`src/rtl/rfs_pkg.sv`:
```
package rfs_pkg;
  typedef enum logic [1:0] {PH_IDLE, PH_SETUP, PH_ACTIVE, PH_PRECH} phase_t;
  typedef enum logic [1:0] {MD_PAUSE, MD_WAKE, MD_RUN} mode_t;

  // bits needed for a counter spanning 0 .. n-1
  function automatic int ctr_bits(input int n);
    return (n < 2) ? 1 : $clog2(n);
  endfunction

  function automatic int max3(input int a, input int b, input int c);
    int m;
    m = (a > b) ? a : b;
    return (m > c) ? m : c;
  endfunction

  // total clocks a refresh cycle keeps the bus
  function automatic int cbr_len(input int csr, input int ras, input int rp);
    return csr + ras + rp;
  endfunction
endpackage

```
`src/rtl/rfs_timer.sv`:
```
module rfs_timer #(
  parameter int PERIOD = 16
) (
  input  logic clk,
  input  logic rst_n,
  input  logic en,
  output logic tick
);
  localparam int W = rfs_pkg::ctr_bits(PERIOD);
  localparam logic [W-1:0] LAST = W'(PERIOD - 1);

  logic [W-1:0] cnt;

  assign tick = en && (cnt == LAST);

  always_ff @(posedge clk or negedge rst_n) begin
    if (!rst_n)      cnt <= '0;
    else if (!en)    cnt <= '0;
    else if (tick)   cnt <= '0;
    else             cnt <= cnt + 1'b1;
  end
endmodule

```
`src/rtl/rfs_backlog.sv`:
```
module rfs_backlog #(
  parameter int PEND_W     = 4,
  parameter int URGENT_LVL = 4
) (
  input  logic              clk,
  input  logic              rst_n,
  input  logic              inc,
  input  logic              dec,
  output logic [PEND_W-1:0] count,
  output logic              urgent
);
  localparam logic [PEND_W-1:0] TOP = '1;

  assign urgent = count > PEND_W'(URGENT_LVL);

  always_ff @(posedge clk or negedge rst_n) begin
    if (!rst_n) count <= '0;
    else if (inc && !dec) begin
      if (count != TOP) count <= count + 1'b1;
    end else if (dec && !inc) count <= count - 1'b1;
  end


  backlog_step_chk: assert property (@(posedge clk) disable iff (!rst_n)
    (inc && !dec && count != TOP) |=> count == $past(count) + 1'b1);

  backlog_sat_chk: assert property (@(posedge clk) disable iff (!rst_n)
    (inc && !dec && count == TOP) |=> count == TOP);
endmodule

```
`src/rtl/rfs_cbr.sv`:
```
module rfs_cbr
  import rfs_pkg::*;
#(
  parameter int T_CSR = 1,
  parameter int T_RAS = 6,
  parameter int T_CHR = 1,
  parameter int T_RP  = 4
) (
  input  logic clk,
  input  logic rst_n,
  input  logic start,
  output logic busy,
  output logic cyc_done,
  output logic ras_n,
  output logic cas_n,
  output logic we_n
);
  localparam int CW = ctr_bits(max3(T_CSR, T_RAS, T_RP));

  phase_t        ph;
  logic [CW-1:0] cnt;
  logic          setup_end, active_end;

  assign setup_end  = (ph == PH_SETUP)  && (cnt == CW'(T_CSR - 1));
  assign active_end = (ph == PH_ACTIVE) && (cnt == CW'(T_RAS - 1));
  assign cyc_done   = (ph == PH_PRECH)  && (cnt == CW'(T_RP - 1));

  always_ff @(posedge clk or negedge rst_n) begin
    if (!rst_n) begin
      ph  <= PH_IDLE;
      cnt <= '0;
    end else begin
      unique case (ph)
        PH_IDLE: if (start) begin ph <= PH_SETUP; cnt <= '0; end
        PH_SETUP:
          if (setup_end) begin ph <= PH_ACTIVE; cnt <= '0; end
          else cnt <= cnt + 1'b1;
        PH_ACTIVE:
          if (active_end) begin ph <= PH_PRECH; cnt <= '0; end
          else cnt <= cnt + 1'b1;
        PH_PRECH:
          if (cyc_done) begin ph <= PH_IDLE; cnt <= '0; end
          else cnt <= cnt + 1'b1;
        default: ph <= PH_IDLE;
      endcase
    end
  end

  assign busy  = (ph != PH_IDLE);
  assign ras_n = (ph != PH_ACTIVE);
  assign cas_n = !((ph == PH_SETUP) || ((ph == PH_ACTIVE) && (cnt < CW'(T_CHR))));
  assign we_n  = 1'b1;


  cas_leads_ras_chk: assert property (@(posedge clk) disable iff (!rst_n)
    $fell(ras_n) |-> (!cas_n && $past(!cas_n)));

  cas_rises_first_chk: assert property (@(posedge clk) disable iff (!rst_n)
    $rose(ras_n) |-> cas_n);

  start_when_idle_chk: assert property (@(posedge clk) disable iff (!rst_n)
    start |-> !busy);
endmodule

```
`src/rtl/rfs_seq.sv`:
```
module rfs_seq
  import rfs_pkg::*;
#(
  parameter int PAUSE_CYC    = 20000,
  parameter int WAKE_CNT     = 8,
  parameter int INTERVAL_CYC = 1560,
  parameter int T_CSR        = 1,
  parameter int T_RAS        = 6,
  parameter int T_CHR        = 1,
  parameter int T_RP         = 4,
  parameter int BURST_CNT    = 1024,
  parameter int PEND_W       = 4,
  parameter int URGENT_LVL   = 4
) (
  input  logic clk,
  input  logic rst_n,
  input  logic grant_i,
  input  logic burst_req_i,
  output logic req_o,
  output logic bus_own_o,
  output logic ras_n_o,
  output logic cas_n_o,
  output logic we_n_o,
  output logic init_done_o,
  output logic urgent_o,
  output logic burst_act_o
);
  localparam int WKW = ctr_bits(WAKE_CNT + 1);
  localparam int BSW = ctr_bits(BURST_CNT + 1);

  mode_t            mode;
  logic [WKW-1:0]   wake_done;
  logic [BSW-1:0]   burst_left;
  logic [PEND_W-1:0] pend;
  logic pause_tick, iv_tick, busy, cyc_done;
  logic wake_start, run_req, start, pend_dec, burst_take, in_run;

  assign in_run     = (mode == MD_RUN);
  assign wake_start = (mode == MD_WAKE) && !busy && (wake_done != WKW'(WAKE_CNT));
  assign run_req    = in_run && !busy && ((pend != '0) || (burst_left != '0));
  assign start      = wake_start || (run_req && grant_i);
  assign pend_dec   = cyc_done && in_run && (burst_left == '0);
  assign burst_take = burst_req_i && in_run && (burst_left == '0);

  rfs_timer #(.PERIOD(PAUSE_CYC)) u_pause (
    .clk(clk), .rst_n(rst_n), .en(mode == MD_PAUSE), .tick(pause_tick));

  rfs_timer #(.PERIOD(INTERVAL_CYC)) u_interval (
    .clk(clk), .rst_n(rst_n), .en(in_run), .tick(iv_tick));

  rfs_backlog #(.PEND_W(PEND_W), .URGENT_LVL(URGENT_LVL)) u_backlog (
    .clk(clk), .rst_n(rst_n), .inc(iv_tick), .dec(pend_dec),
    .count(pend), .urgent(urgent_o));

  rfs_cbr #(.T_CSR(T_CSR), .T_RAS(T_RAS), .T_CHR(T_CHR), .T_RP(T_RP)) u_cbr (
    .clk(clk), .rst_n(rst_n), .start(start), .busy(busy), .cyc_done(cyc_done),
    .ras_n(ras_n_o), .cas_n(cas_n_o), .we_n(we_n_o));

  always_ff @(posedge clk or negedge rst_n) begin
    if (!rst_n) begin
      mode      <= MD_PAUSE;
      wake_done <= '0;
    end else begin
      unique case (mode)
        MD_PAUSE: if (pause_tick) mode <= MD_WAKE;
        MD_WAKE: if (cyc_done) begin
          wake_done <= wake_done + 1'b1;
          if (wake_done == WKW'(WAKE_CNT - 1)) mode <= MD_RUN;
        end
        default: mode <= MD_RUN;
      endcase
    end
  end

  always_ff @(posedge clk or negedge rst_n) begin
    if (!rst_n)                            burst_left <= '0;
    else if (burst_take)                   burst_left <= BSW'(BURST_CNT);
    else if (cyc_done && burst_left != '0) burst_left <= burst_left - 1'b1;
  end

  assign req_o       = run_req;
  assign bus_own_o   = busy;
  assign init_done_o = in_run;
  assign burst_act_o = (burst_left != '0);


  no_early_req_chk: assert property (@(posedge clk) disable iff (!rst_n)
    !init_done_o |-> !req_o);

  done_after_cycle_chk: assert property (@(posedge clk) disable iff (!rst_n)
    $rose(init_done_o) |-> $past(cyc_done));

  own_release_chk: assert property (@(posedge clk) disable iff (!rst_n)
    $fell(bus_own_o) |-> $past(cyc_done));

  urgent_pending_chk: assert property (@(posedge clk) disable iff (!rst_n)
    urgent_o |-> (req_o || bus_own_o));

  burst_load_chk: assert property (@(posedge clk) disable iff (!rst_n)
    $rose(burst_act_o) |-> ($past(burst_req_i) && $past(init_done_o)));
endmodule

```
`config.mk`:
```
export PLATFORM = sky130hd
export DESIGN_NAME = rfs_seq
export DESIGN_NICKNAME = d
export VERILOG_FILES = /design/src/rtl/rfs_pkg.sv /design/src/rtl/rfs_timer.sv /design/src/rtl/rfs_backlog.sv /design/src/rtl/rfs_cbr.sv /design/src/rtl/rfs_seq.sv
export SDC_FILE = /design/constraint.sdc
export NUM_CORES = 1
export LEC_CHECK = 0
export ABC_AREA = 0
export BUFFER_PORTS_ARGS = -buffer_cell sky130_fd_sc_hd__buf_4
export CORE_ASPECT_RATIO = 0.7
export CORE_MARGIN = 5
export CORE_UTILIZATION = 30
export DETAILED_ROUTE_END_ITERATION = 12
export PLACE_DENSITY = 0.51
export SETUP_SLACK_MARGIN = 0.1
export SYNTH_ARGS = -nofsm -noshare
export SYNTH_HDL_FRONTEND = slang
export SYNTH_SLANG_ARGS = --single-unit
```
`constraint.sdc`:
```
create_clock -name clk -period 3.8 [get_ports clk]
set_clock_uncertainty 0.1 [all_clocks]
set_input_delay 0 -clock clk [delete_from_list [all_inputs] [get_ports clk]]
set_output_delay 0 -clock clk [all_outputs]
set_load 0.1 [all_outputs]
```
# --- Word-level counts from Yosys, hierarchy flattened ---
# Cells that the tools add are included.
op_classes:
  n_addsub: 7
  magnitude_cmp: 2
  eq_ne: 21
  n_mux: 23
  n_reduce_logical: 38
op_table:
  columns: ["cell", "count"]
  rows:
  - ["11-bit two-way mux", 4]
  - ["15-bit two-way mux", 2]
  - ["1-bit logical AND", 18]
  - ["15-bit by 1-bit adder with 15-bit output, second input constant", 1]
  - ["15-bit == test, second input constant", 1]
  - ["2-bit two-way mux", 7]
  - ["3-bit two-way mux", 4]
  - ["4-bit two-way mux", 3]
  - ["2-bit != test, second input constant", 6]
  - ["3-bit one-hot mux with 4 select lines", 1]
  - ["11-bit by 1-bit adder with 11-bit output, second input constant", 1]
  - ["11-bit == test, second input constant", 1]
  - ["11-bit zero test", 1]
  - ["11-bit nonzero test", 1]
  - ["11-bit by 1-bit subtractor with 11-bit output, second input constant", 1]
  - ["4-bit by 1-bit adder with 4-bit output, second input constant", 2]
  - ["4-bit != test, second input constant", 2]
  - ["2-bit one-hot mux with 4 select lines", 1]
  - ["2-bit == test, second input constant", 3]
  - ["2-bit by 1-bit != test with 1-bit output, second input constant", 3]
  - ["2-bit nonzero test", 3]
  - ["2-bit by 1-bit == test with 1-bit output, second input constant", 2]
  - ["4-bit by 3-bit == test with 1-bit output, second input constant", 1]
  - ["4-bit by 3-bit greater-than comparator with 1-bit output, second input constant", 1]
  - ["other kinds (14)", 21]
word_totals:
  regBits: 52
  inputBits: 4
  out_inout_bits: 8
  elab_cells: 99

# --- Longest topological paths before layout ---
# Gate-level depths: netlist (run 1).
logic_depth:
  ltp_word: 8
  mapped_depth: 10
  depth_no_buf: 10

# --- Hierarchy ---
# Synthesis (run 1) repeated with hierarchy kept, for this count alone.
hier_totals:
  hier_cells: 299
  area_unflattened_um2: 3056.7
modules_own_cells:
  columns: ["module", "instances", "cells_per_inst", "area_each_um2", "seq_area_each_um2"]
  rows:
  - ["rfs_seq", 1, 101, 991.0, 425.4]
  - ["rfs_timer (u_pause)", 1, 77, 802.0, 375.4]
  - ["rfs_timer (u_interval)", 1, 53, 576.8, 275.3]
  - ["rfs_cbr", 1, 41, 397.9, 125.1]
  - ["rfs_backlog", 1, 27, 289.0, 100.1]

# --- Worst setup path after synthesis (run 1) ---
# No wires, ideal clock.
synth_path:
  kind: "flip-flop to flip-flop"
  startpoint: "register u_interval.cnt[5]"
  endpoint: "register u_backlog.count[3]"
  setup_time_ps: 71
  arrival_time_ps: 2606
  path_slack_ps: 1023
  path_stages_with_launch: 9
  n_path_buf: 0
  path_cell_list: "dfrtp_1 -> or4b_4 -> nor4_1 -> nand2_1 -> ha_1 -> a21o_1 -> a21o_1 -> or4_1 -> nand4_1"
synth_between:
  elab_chain_len: 6
  elab_cells_between_ends: 9
synth_rtl:
  columns: ["item", "line_no", "rtl"]
  rows:
  - ["start: declaration", "rfs_timer.sv:12", "logic [W-1:0] cnt;"]
  - ["start signal: assignment", "rfs_timer.sv:20", "else cnt <= cnt + 1'b1;"]
  - ["11-bit == test (*)", "rfs_timer.sv:14", "assign tick = en && (cnt == LAST);"]
  - ["1-bit logical AND (*)", "rfs_timer.sv:14", null]
  - ["1-bit zero test", "rfs_backlog.sv:20", "end else if (dec && !inc) count <= count - 1'b1;"]
  - ["1-bit logical AND", "rfs_backlog.sv:20", null]
  - ["2-bit nonzero test (no source line)", null, null]
  - ["2-bit AND reduction (no source line)", null, null]
  - ["end signal: assignment", "rfs_backlog.sv:19", "if (count != TOP) count <= count + 1'b1;"]
  - ["end signal: assignment", "rfs_backlog.sv:20", null]
  - ["end: declaration", "rfs_backlog.sv:9", "output logic [PEND_W-1:0] count,"]
# Every way passes the cells marked *; elsewhere a longest branch is shown, timed or not.
# A chain may end at the register's enable or synchronous reset.

# --- Worst setup path in the final report (run 1) ---
# Ends and elaborated chain as after synthesis.

==> summary.txt, run 1 <==
Synth
  – Synth Instances: 290
  – Post-synthesis xor/xnor area fraction: 0.105
  – Synth Register Bits: 52
  – Largest family of logic cells by synthesized area: simple AND/OR/NAND/NOR gates
  – Multiplexer share of the synthesized area: 0.0344
  – Compound-cell area share of the yosys netlist: 0.0572
  – Post-synth top flop: dfrtp_1
  – Cell variety after synth: 53
  – Number of synthesized flops with an enable pin: 0
  – Average size of a mapped cell: between 10 and 15 sq um
  – Syn Std Cell Area: 2910 sq um
  – Async SR Flop Fraction: 1.00
  – Post-synthesis simple-gate area fraction: 0.232
  – Synthesis Warnings: 0
  – Syn_nets: around 310
  – Synthesized-area fraction occupied by adder cells: 0.0799
  – Sequential area share after synthesis: 0.447

Worst setup path
  – Setup crit end kind: register
  – Worst path cell trace: or4b_4 -> nor4_1 -> nand2_1 -> ha_1 -> a21o_1 -> a21o_1 -> or4_1 -> nand4_1
  – Arr. time, crit path: between 3000 and 4000 ps
  – CP peak stage delay: approximately 600 ps
  – Delay-heaviest family, CP: simple AND/OR/NAND/NOR gates
  – Most common cell type on the critical path: a21o_1
  – Crit path kind: register to register
  – Crit start category: register
  – Slowest CP cell: or4b_4
  – Worst-path fanout max: 5
  – Worst EP required: 3920 ps
  – CP bufs+invs: 0

Clocking
  – TritonCTS clock tree: done
  – Clk root buf: clkbuf_16
  – Setup Fix Bufs, Post-CTS: 0
  – Clock sinks: between 50 and 60
  – Clock Pin Slew Worst Setup and Hold Paths: 70 ps
  – Hold_buf cts: 2
  – Clock buffer depth: 2
  – CTS Buf Count: 5
  – Post-CTS sizing: 0
  – Clk Latency, worst-skew pair: between 200 and 300 ps
  – H-tree levels: 2

Power
  – Leak Pwr: 1.46 nW
  – P per Cell Area: 325 nW/um^2
  – VDD IR max: 0.151 mV

Route
  – Vias: 2,048
  – Total Wirelength: between 5000 and 6000 um
  – Wire per inst: 12.7 um
  – Remaining DRCs: 0
  – DR vias/cell: between 4 and 5
  – Initial DRC Count: between 100 and 150
  – Post-DRT Antenna Nets: 0
  – Pre-antenna DRT Iters: 4

Placement
  – PortBufs: 10
  – Pre-CTS setup slack: 780 ps
  – Area of placed instances: 3130 sq um
  – Final GP Congestion: 0.793
  – Detailed placement HPWL: roughly 4000 um

Timing
  – Achievable frequency: 328 MHz
  – Final period utilization: 0.803
  – Slew @ Worst Pin: 675 ps
  – Setup Total Neg Slack: 0 ps
  – RSZ-0062 raised after global routing: no
  – Setup WS post-layout: 749 ps
  – Slew Viols, Final: 0
  – Slew HR: 0.550
  – Setup violators final: 0
  – Min Tclk post-route: about 3000 ps
  – Fin. Hold Viols: 0

Layout
  – Antenna diode count: 0
  – Fill count: 979
  – Most frequent cells in the layout: 52 x dfrtp_1, 35 x nor2_1, 26 x inv_1, 26 x xnor2_1, 17 x ha_1
  – Layout area overhead: 14.0%
  – Final Instance Area: 3320 sq um
  – Final nets: 327
  – Share of cells above drive strength 1: 0.101
  – Commonest non-fill, non-tap cell in the layout: dfrtp_1

Outcome
  – Status: finished, final reports clean

Global route
  – GRT Total Usage: 0.100
  – Number of global-route vias before repair: 2,022
  – Initial antenna violation count: 0
  – First-pass GRT wire length: 9730 um
  – Global route overflow: 0
  – Largest net degree at the start of global routing: 53

Floorplanning
  – DIE AREA: 11,800 sq um
  – Die height: 92.4 um
  – # rows: 30
  – Die X: 128 um
  – Starting density of the core: 0.304
  – I/O pin total: 12
  – CORE AREA: 9570 sq um

Min path
  – Hold Crit Class: input pin to register

Job
  – Max-cap violations: 0
stage by stage:
stage               power [mW]  instances   util  hold slack [ps]
floorplan                0.569        290      -             -396
global placement         0.583        424  0.327            -10.5
finish                    1.08        434  0.347              100
global route              1.12        434  0.347              129
CTS                       1.10        434  0.347              114
detailed placement       0.583        424  0.327            -7.97
state kept, by name, summed over array words and instances, names as in the netlist:
name,flops
u_pause.cnt,15
burst_left,11
u_interval.cnt,11
u_backlog.count,4
wake_done,4
u_cbr.cnt,3
mode,2
u_cbr.ph,2
where the power goes:
part / switching, mW / total, mW / internal (mW)
sequential: 0 / 0.553 / 0.553
combinational: 0.0160 / 0.0194 / 0.00343
clock: 0.196 / 0.506 / 0.310
final cells by class:
cell class                 instances  area (sq um)  area share
inverter                          26          97.6      0.0294
sequential                        52          1300       0.392
tap                              128           160      0.0483
clock buffer                       6           129      0.0388
timing repair buffer              14           110      0.0332
multi-input combinational        206          1490       0.448
clock inverter                     2          35.0      0.0106
cell usage after synthesis, types with 2 or more instances:
| cell | instances | area (sq um) |
|---|---|---|
| a21o_1 | 2 | 15.0 |
| a21oi_1 | 3 | 15.0 |
| a22oi_1 | 2 | 15.0 |
| a31oi_1 | 2 | 12.5 |
| and3_1 | 3 | 18.8 |
| and4_1 | 2 | 17.5 |
| clkbuf_1 | 4 | 15.0 |
| dfrtp_1 | 52 | 1300 |
| ha_1 | 17 | 213 |
| inv_1 | 26 | 97.6 |
| mux2_2 | 6 | 67.6 |
| nand2_1 | 10 | 37.5 |
| nand2b_1 | 5 | 31.3 |
| nand3_1 | 13 | 65.1 |
| nand3b_1 | 2 | 15.0 |
| nand4_1 | 9 | 56.3 |
| nand4b_1 | 3 | 26.3 |
| nor2_1 | 35 | 131 |
| nor3_1 | 12 | 60.1 |
| nor4_1 | 9 | 56.3 |
| o211ai_1 | 2 | 15.0 |
| o21ai_0 | 3 | 15.0 |
| or3_1 | 3 | 18.8 |
| or4_1 | 3 | 22.5 |
| xnor2_1 | 26 | 228 |
| xor2_1 | 9 | 78.8 |
path summary, 6_finish.rpt:
path                              startpoint                 end  slack, ps  cells after the start
setup / recovery           u_interval.cnt[5]  u_backlog.count[3]        750                      8
hold / removal                       grant_i        u_cbr.cnt[2]        100                      3
setup reg to reg           u_interval.cnt[5]  u_backlog.count[3]        750                      8
hold reg to reg               u_pause.cnt[0]      u_pause.cnt[0]        390                      1
max in group asynchronous              rst_n      u_pause.cnt[9]       2960                      2
min in group asynchronous              rst_n       burst_left[5]        190                      2
worst min-delay path, stage by stage:
cell and delay, ps:
buf_4 90, a31oi_1 140, mux2_2 220
metal layers:
metal	global-route usage	routed length (um)
met1	0.143	2990
met2	0.152	2320
met3	0.0277	153
met4	0.0212	28
met5	0	0
logic make-up (layout without fill, tap and decap cells):
kind of cell / after synthesis / count (layout)
AND/OR/NAND/NOR: 121 / 121
flip-flops: 52 / 52
XOR/XNOR: 35 / 35
buffers and inverters: 32 / 48
AO/OA/AOI/OAI: 23 / 23
adder cells (fa/ha/maj): 18 / 18
multiplexers: 8 / 8
other: 1 / 1
(Power assumes the default switching activity.)
==> run 2, diff against run 1 <==
--- a/config.mk
+++ b/config.mk
@@ -5,13 +5,13 @@
 export SDC_FILE = /design/constraint.sdc
 export NUM_CORES = 1
 export LEC_CHECK = 0
-export ABC_AREA = 0
+export ABC_AREA = 1
 export BUFFER_PORTS_ARGS = -buffer_cell sky130_fd_sc_hd__buf_4
 export CORE_ASPECT_RATIO = 0.7
 export CORE_MARGIN = 5
 export CORE_UTILIZATION = 30
 export DETAILED_ROUTE_END_ITERATION = 12
-export PLACE_DENSITY = 0.51
+export PLACE_DENSITY = 0.52
 export SETUP_SLACK_MARGIN = 0.1
 export SYNTH_ARGS = -nofsm -noshare
 export SYNTH_HDL_FRONTEND = slang
==> constraint.sdc (replaced) <==
create_clock -name clk -period 2.8 [get_ports clk]
set_clock_uncertainty 0.1 [all_clocks]
set_input_delay 0 -clock clk [delete_from_list [all_inputs] [get_ports clk]]
set_output_delay 0 -clock clk [all_outputs]
set_load 0.1 [all_outputs]
==> summary.txt, run 2 <==
Layout
  – Share of cells above drive strength 1: 0.103
  – Final nets: 420
  – Layout Utilization: 0.352
  – Layout area overhead: 13.4%
  – Largest register FFs: 15
  – Commonest non-fill, non-tap cell in the layout: inv_1
  – Biggest register: u_pause.cnt
  – Antenna diode count: 0
  – Leading registers by flop count: u_pause.cnt: 15 flops, burst_left: 11 flops, u_interval.cnt: 11 flops
  – Most frequent cells in the layout: 65 x inv_1, 63 x nand2_1, 52 x nor2_1, 52 x dfrtp_1, 28 x nand3_1

Timing
  – Achievable frequency: between 400 and 500 MHz
  – Slew Viols, Final: 0
  – Setup Total Neg Slack: 0 ps
  – Fin. Hold Viols: 0
  – Slew @ Worst Pin: 672 ps
  – Final period utilization: 0.864
  – RSZ-0062 raised after global routing: no
  – Setup violators final: 0
  – Slew HR: 0.552
  – Min Tclk post-route: between 2000 and 2500 ps

Worst setup path
  – Slowest CP cell: dfrtp_1
  – Setup crit end kind: register
  – Crit path kind: register to register
  – Worst path cell trace: inv_1 -> ha_1 -> inv_1 -> nor2_2 -> inv_1 -> nor2_1 -> nand3_1 -> nand2_2 -> ha_1 -> nand2_1 -> nand2_1 -> nor2_1 -> inv_1 -> nand2_1 -> nand3_1 -> nand2_1 -> nand2_1
  – Reg2Reg Setup Slack: 380 ps
  – CP peak stage delay: roughly 380 ps
  – Register-to-Register Path Depth: 17
  – Worst EP required: 2900 ps
  – Most common cell type on the critical path: nand2_1
  – Arr. time, crit path: approximately 2500 ps
  – Crit start category: register
  – Reg-to-Reg End: u_backlog.count[3]
  – Worst-path fanout max: 7
  – R2r startpoint: burst_left[0]

Floorplanning
  – # rows: 30
  – Die X: 130 um
  – Die height: 94.2 um
  – Starting density of the core: 0.310
  – DIE AREA: 12,300 sq um
  – I/O pin total: 12
  – CORE AREA: 9800 sq um

Power
  – Sw frac: 0.210
  – Pwr Total: ~1.5 mW
  – VDD IR max: 0.248 mV
  – Leak Pwr: roughly 1.7 nW
  – Cell internal pwr: 1.18 mW
  – Clk pwr share: 0.478
  – P per Cell Area: ~430 nW/um^2
  – Switching pwr: 0.312 mW
  – Sequential power share: 0.505
  – Combinational power share: 0.017

Route
  – DR vias/cell: 4.46
  – Total Wirelength: 5950 um
  – Wire per inst: around 11 um
  – Vias: 2,351
  – Post-DRT Antenna Nets: 0
  – Remaining DRCs: 0
  – Initial DRC Count: 142
  – Pre-antenna DRT Iters: 4

Synth
  – Synth Register Bits: 52
  – Synth top area share: 0.428
  – Sequential area share after synthesis: 0.428
  – Most common cell in the synthesized netlist: inv_1
  – Syn Std Cell Area: 3040 sq um
  – Number of synthesized flops with an enable pin: 0
  – Synth top area cells: dfrtp_1 43%, inv_1 8.0%, nand2_1 7.9%
  – Cell variety after synth: 36
  – Average size of a mapped cell: 7.97 sq um
  – Synthesis Warnings: 0
  – Synth Instances: around 380
  – Synth area leader: dfrtp_1
  – Top cells by count, synth: 65 x inv_1, 64 x nand2_1, 52 x dfrtp_1, 52 x nor2_1, 28 x nand3_1
  – Syn_nets: a little over 400
  – Post-synth top flop: dfrtp_1
  – Async SR Flop Fraction: 1.00

Clocking
  – CTS Buf Count: 5
  – H-tree levels: 2
  – TritonCTS clock tree: done
  – Clk root buf: clkbuf_16
  – Clock Pin Slew Worst Setup and Hold Paths: roughly 80 ps
  – Clock buffer depth: 2
  – Clk Latency, worst-skew pair: roughly 300 ps
  – Setup Fix Bufs, Post-CTS: 0
  – Clock sinks: 52

Placement
  – Detailed placement HPWL: 4370 um
  – Final GP Congestion: 0.775
  – PortBufs: 10

Global route
  – First-pass GRT wire length: 10,700 um
  – Number of global-route vias before repair: 2,276
  – Global route overflow: 0
  – Largest net degree at the start of global routing: 53
  – Met3 usage: 0.0335
  – GRT Total Usage: 0.108
  – Grt met2 use: 0.153
  – Initial antenna violation count: 0
  – GR met1 Demand/Resource: 0.159
  – Most used routing layer: met1

Min path
  – Hold path cells: 4
  – Hold endpoint: u_cbr.cnt[1]
  – Hold Crit Class: input pin to register
  – Hold_sp: grant_i

Outcome
  – Status: finished, final reports clean

Job
  – Max-cap violations: 0
[run 2: cell types whose count changed after synthesis, sizes merged, moves of 5 or more]
cell,delta
a21oi,+10
inv,+40
nor4,-9
nor2,+24
o21ai,+14
nand3,+17
nand2b,-5
xnor2,-22
nand2,+60
mux2,-6
[run 2: critical path: cells and delay by family, from the launching register on]
kind,cells,cell delay (ps)
adder cells (fa/ha/maj),2,480
buffers and inverters,4,340
flip-flops,1,380
AND/OR/NAND/NOR,11,990
[run 2: cell families after synthesis]
kind of cell	after synthesis	synth area share
AO/OA/AOI/OAI	36	0.0638
XOR/XNOR	16	0.0461
adder cells (fa/ha/maj)	18	0.0766
buffers and inverters	69	0.0894
flip-flops	52	0.428
other	1	0.00123
AND/OR/NAND/NOR	189	0.294
[run 2: worst max-delay path by stage]
stage	from	endpoint	slack [ps]	depth (start not counted)
2_1_floorplan	u_cbr.ph[0]	cas_n_o	440	3
3_3_place_gp	u_cbr.cnt[0]	u_backlog.count[3]	410	15
3_5_place_dp	u_cbr.cnt[0]	u_backlog.count[3]	310	15
4_1_cts	u_cbr.cnt[0]	u_backlog.count[3]	310	15
5_1_grt	burst_left[0]	u_backlog.count[3]	150	17
6_report	burst_left[0]	u_backlog.count[3]	380	17
[run 2: stage by stage]
step | area, sq um | cells | hold WS, ps | setup WS, ps
2_1_floorplan | 3040 | 381 | -396 | 436
3_3_place_gp | 3250 | 517 | -6.86 | 413
3_5_place_dp | 3250 | 517 | -8.34 | 306
4_1_cts | 3440 | 527 | 33.1 | 313
5_1_grt | 3440 | 527 | 57.3 | 149
6_report | 3440 | 527 | 36.1 | 380
[run 2: power groups by stage]
| stage | clock, mW | sequential (mW) | combinational, mW |
|---|---|---|---|
| floorplan | 0 | 0.765 | 0.00716 |
| global placement | 0 | 0.765 | 0.0256 |
| detailed placement | 0 | 0.765 | 0.0256 |
| CTS | 0.739 | 0.750 | 0.0278 |
| global route | 0.771 | 0.750 | 0.0304 |
| finish | 0.711 | 0.751 | 0.0260 |
[run 2: per-layer routing]
metal	share of wire	up-vias
met5	0	-
met4	0.011	0
met3	0.039	9
met2	0.41	31
met1	0.54	1082
li1	-	1229
[run 2: cell type report]
type                    instances  area [sq um]
repair buffers                 12          95.1
clock inverters                 3          42.5
flip-flops and latches         52          1300
clock buffers                   5           125
multi-input cells             260          1470
inverters                      67           253
well taps                     128           160
fillers                      1030          6350
[run 2: timing repair]
action / in CTS / in global routing
setup endpoints to repair: 0 / 1
gates resized for setup: 0 / 1
hold endpoints to repair: 53 / 0
hold buffers: 2 / 0
==> run 3, diff against run 2 <==
--- a/config.mk
+++ b/config.mk
@@ -5,7 +5,6 @@
 export SDC_FILE = /design/constraint.sdc
 export NUM_CORES = 1
 export LEC_CHECK = 0
-export ABC_AREA = 1
 export BUFFER_PORTS_ARGS = -buffer_cell sky130_fd_sc_hd__buf_4
 export CORE_ASPECT_RATIO = 0.7
 export CORE_MARGIN = 5
@@ -13,6 +12,7 @@
 export DETAILED_ROUTE_END_ITERATION = 12
 export PLACE_DENSITY = 0.52
 export SETUP_SLACK_MARGIN = 0.1
+export SKIP_CTS_REPAIR_TIMING = 1
 export SYNTH_ARGS = -nofsm -noshare
 export SYNTH_HDL_FRONTEND = slang
 export SYNTH_SLANG_ARGS = --single-unit
==> summary.txt, run 3 (synthesis gave the netlist of run 1 again) <==
Outcome
  – Status: finished, final reports clean

Timing
  – Fin. Hold Viols: 0
  – Min Tclk post-route: 2580 ps
  – Slew HR: 0.550
  – Setup violators final: 0
  – Achievable frequency: 387 MHz
  – Setup Total Neg Slack: 0 ps
  – Final period utilization: 0.922
  – Slew @ Worst Pin: 676 ps
  – Setup WS post-layout: 218 ps
  – RSZ-0062 raised after global routing: no
  – Slew Viols, Final: 0

Placement
  – Area of placed instances: approximately 3200 sq um
  – Final GP Congestion: 0.814
  – PortBufs: 10
  – Pre-CTS setup slack: 103 ps
  – Detailed placement HPWL: 4140 um

Route
  – Pre-antenna DRT Iters: 4
  – Vias: 2,137
  – Post-DRT Antenna Nets: 0
  – Remaining DRCs: 0
  – DR vias/cell: 4.76
  – Initial DRC Count: 69
  – Wire per inst: 13.1 um
  – Total Wirelength: 5880 um

Global route
  – GRT Total Usage: 0.105
  – Initial antenna violation count: 0
  – Global route overflow: 0
  – Number of global-route vias before repair: approximately 2.1k
  – Largest net degree at the start of global routing: 53
  – First-pass GRT wire length: around 10000 um

Floorplanning
  – Die height: 92.4 um
  – I/O pin total: 12
  – # rows: 30
  – Die X: 128 um
  – Starting density of the core: 0.304
  – DIE AREA: 11,800 sq um
  – CORE AREA: 9570 sq um

Layout
  – Commonest non-fill, non-tap cell in the layout: dfrtp_1
  – Most frequent cells in the layout: 51 x dfrtp_1, 35 x nor2_1, 27 x buf_4
  – Biggest register: u_pause.cnt
  – Layout area overhead: 19.2%
  – Fill count: between 900 and 1k
  – Share of cells above drive strength 1: 0.162
  – Antenna diode count: 0
  – Layout Utilization: 0.362
  – Final nets: 342
  – Leading registers by flop count: u_pause.cnt: 15 flops, burst_left: 11 flops, u_interval.cnt: 11 flops
  – Final Instance Area: 3470 sq um
  – Largest register FFs: 15

Clocking
  – Clock buffer depth: 2
  – H-tree levels: 2
  – Clock sinks: 52
  – Clk Latency, worst-skew pair: about 300 ps
  – Clk root buf: clkbuf_16
  – TritonCTS clock tree: done
  – Clock Pin Slew Worst Setup and Hold Paths: 70 ps
  – CTS Buf Count: 5

Worst setup path
  – Arr. time, crit path: 2710 ps
  – Delay-heaviest family, CP: simple AND/OR/NAND/NOR gates
  – CP bufs+invs: 0
  – Most common cell type on the critical path: a21o_1
  – Setup crit end kind: register
  – Worst EP required: 2920 ps
  – Worst-path fanout max: 4
  – Slowest CP cell: or4bb_4
  – Crit start category: register
  – CP peak stage delay: between 500 and 600 ps
  – Crit path kind: register to register
  – Worst path cell trace: or4bb_4 -> nor4_4 -> nand2_2 -> ha_4 -> a21o_1 -> a21o_1 -> or4_1 -> nand4_1

Power
  – VDD IR max: about 0.23 mV
  – Leak Pwr: 1.55 nW
  – Pwr Total: 1.48 mW
  – P per Cell Area: ~430 nW/um^2

Job
  – Max-cap violations: 0

Min path
  – Hold Crit Class: input pin to register
-- run 3: cell types whose count changed in the layout (fill, tap and decap cells not counted), moves of 7 or more --
cell / before / now
nor4_1: 1 / 8
inv_1: 65 / 26
nand3_1: 28 / 13
xnor2_1: 4 / 26
o21ai_1: 9 / 0
buf_4: 10 / 27
a21oi_1: 13 / 3
nor2_1: 52 / 35
nand2_1: 63 / 9
-- run 3: worst min-delay path, stage by stage --
cell	delay, ps
buf_4	100
a31oi_1	160
mux2_2	230
-- run 3: cell type report --
cell class	count	area, sq um	share of cell area
Clock buffer	5	125	0.0361
Clock inverter	3	42.5	0.0123
Inverter	26	97.6	0.0281
Multi-Input combinational cell	206	1520	0.438
Sequential cell	52	1300	0.375
Tap cell	128	160	0.0462
Timing Repair Buffer	29	223	0.0642
-- run 3: final timing paths --
kind	from	endpoint	slack, ps	cells past startpoint
max in group asynchronous	rst_n	u_interval.cnt[2]	1930	2
max reg2reg	u_interval.cnt[3]	u_backlog.count[3]	220	8
min reg2reg	u_pause.cnt[0]	u_pause.cnt[0]	390	1
max	u_interval.cnt[3]	u_backlog.count[3]	220	8
min	grant_i	u_cbr.cnt[2]	120	3
min in group asynchronous	rst_n	burst_left[4]	170	2
-- run 3: power by group --
| part | total [mW] | switching (mW) | internal (mW) | leakage [nW] |
|---|---|---|---|---|
| sequential | 0.751 | 0 | 0.751 | 0.711 |
| combinational | 0.0267 | 0.0220 | 0.00468 | 0.758 |
| clock | 0.702 | 0.281 | 0.420 | 0.0798 |
-- run 3: through the flow --
step | cells | hold slack, ps
floorplan | 290 | -396
global placement | 434 | -13.9
detailed placement | 434 | -8.11
CTS | 442 | -330
global route | 449 | 127
finish | 449 | 123
-- run 3: per-layer routing --
metal | vias up | routed length, um | GRT usage
met3 | 12 | 213 | 0.0340
met4 | 0 | 97 | 0.0380
li1 | 1071 | - | -
met5 | - | 0 | 0
met1 | 1024 | 2940 | 0.138
met2 | 30 | 2630 | 0.162
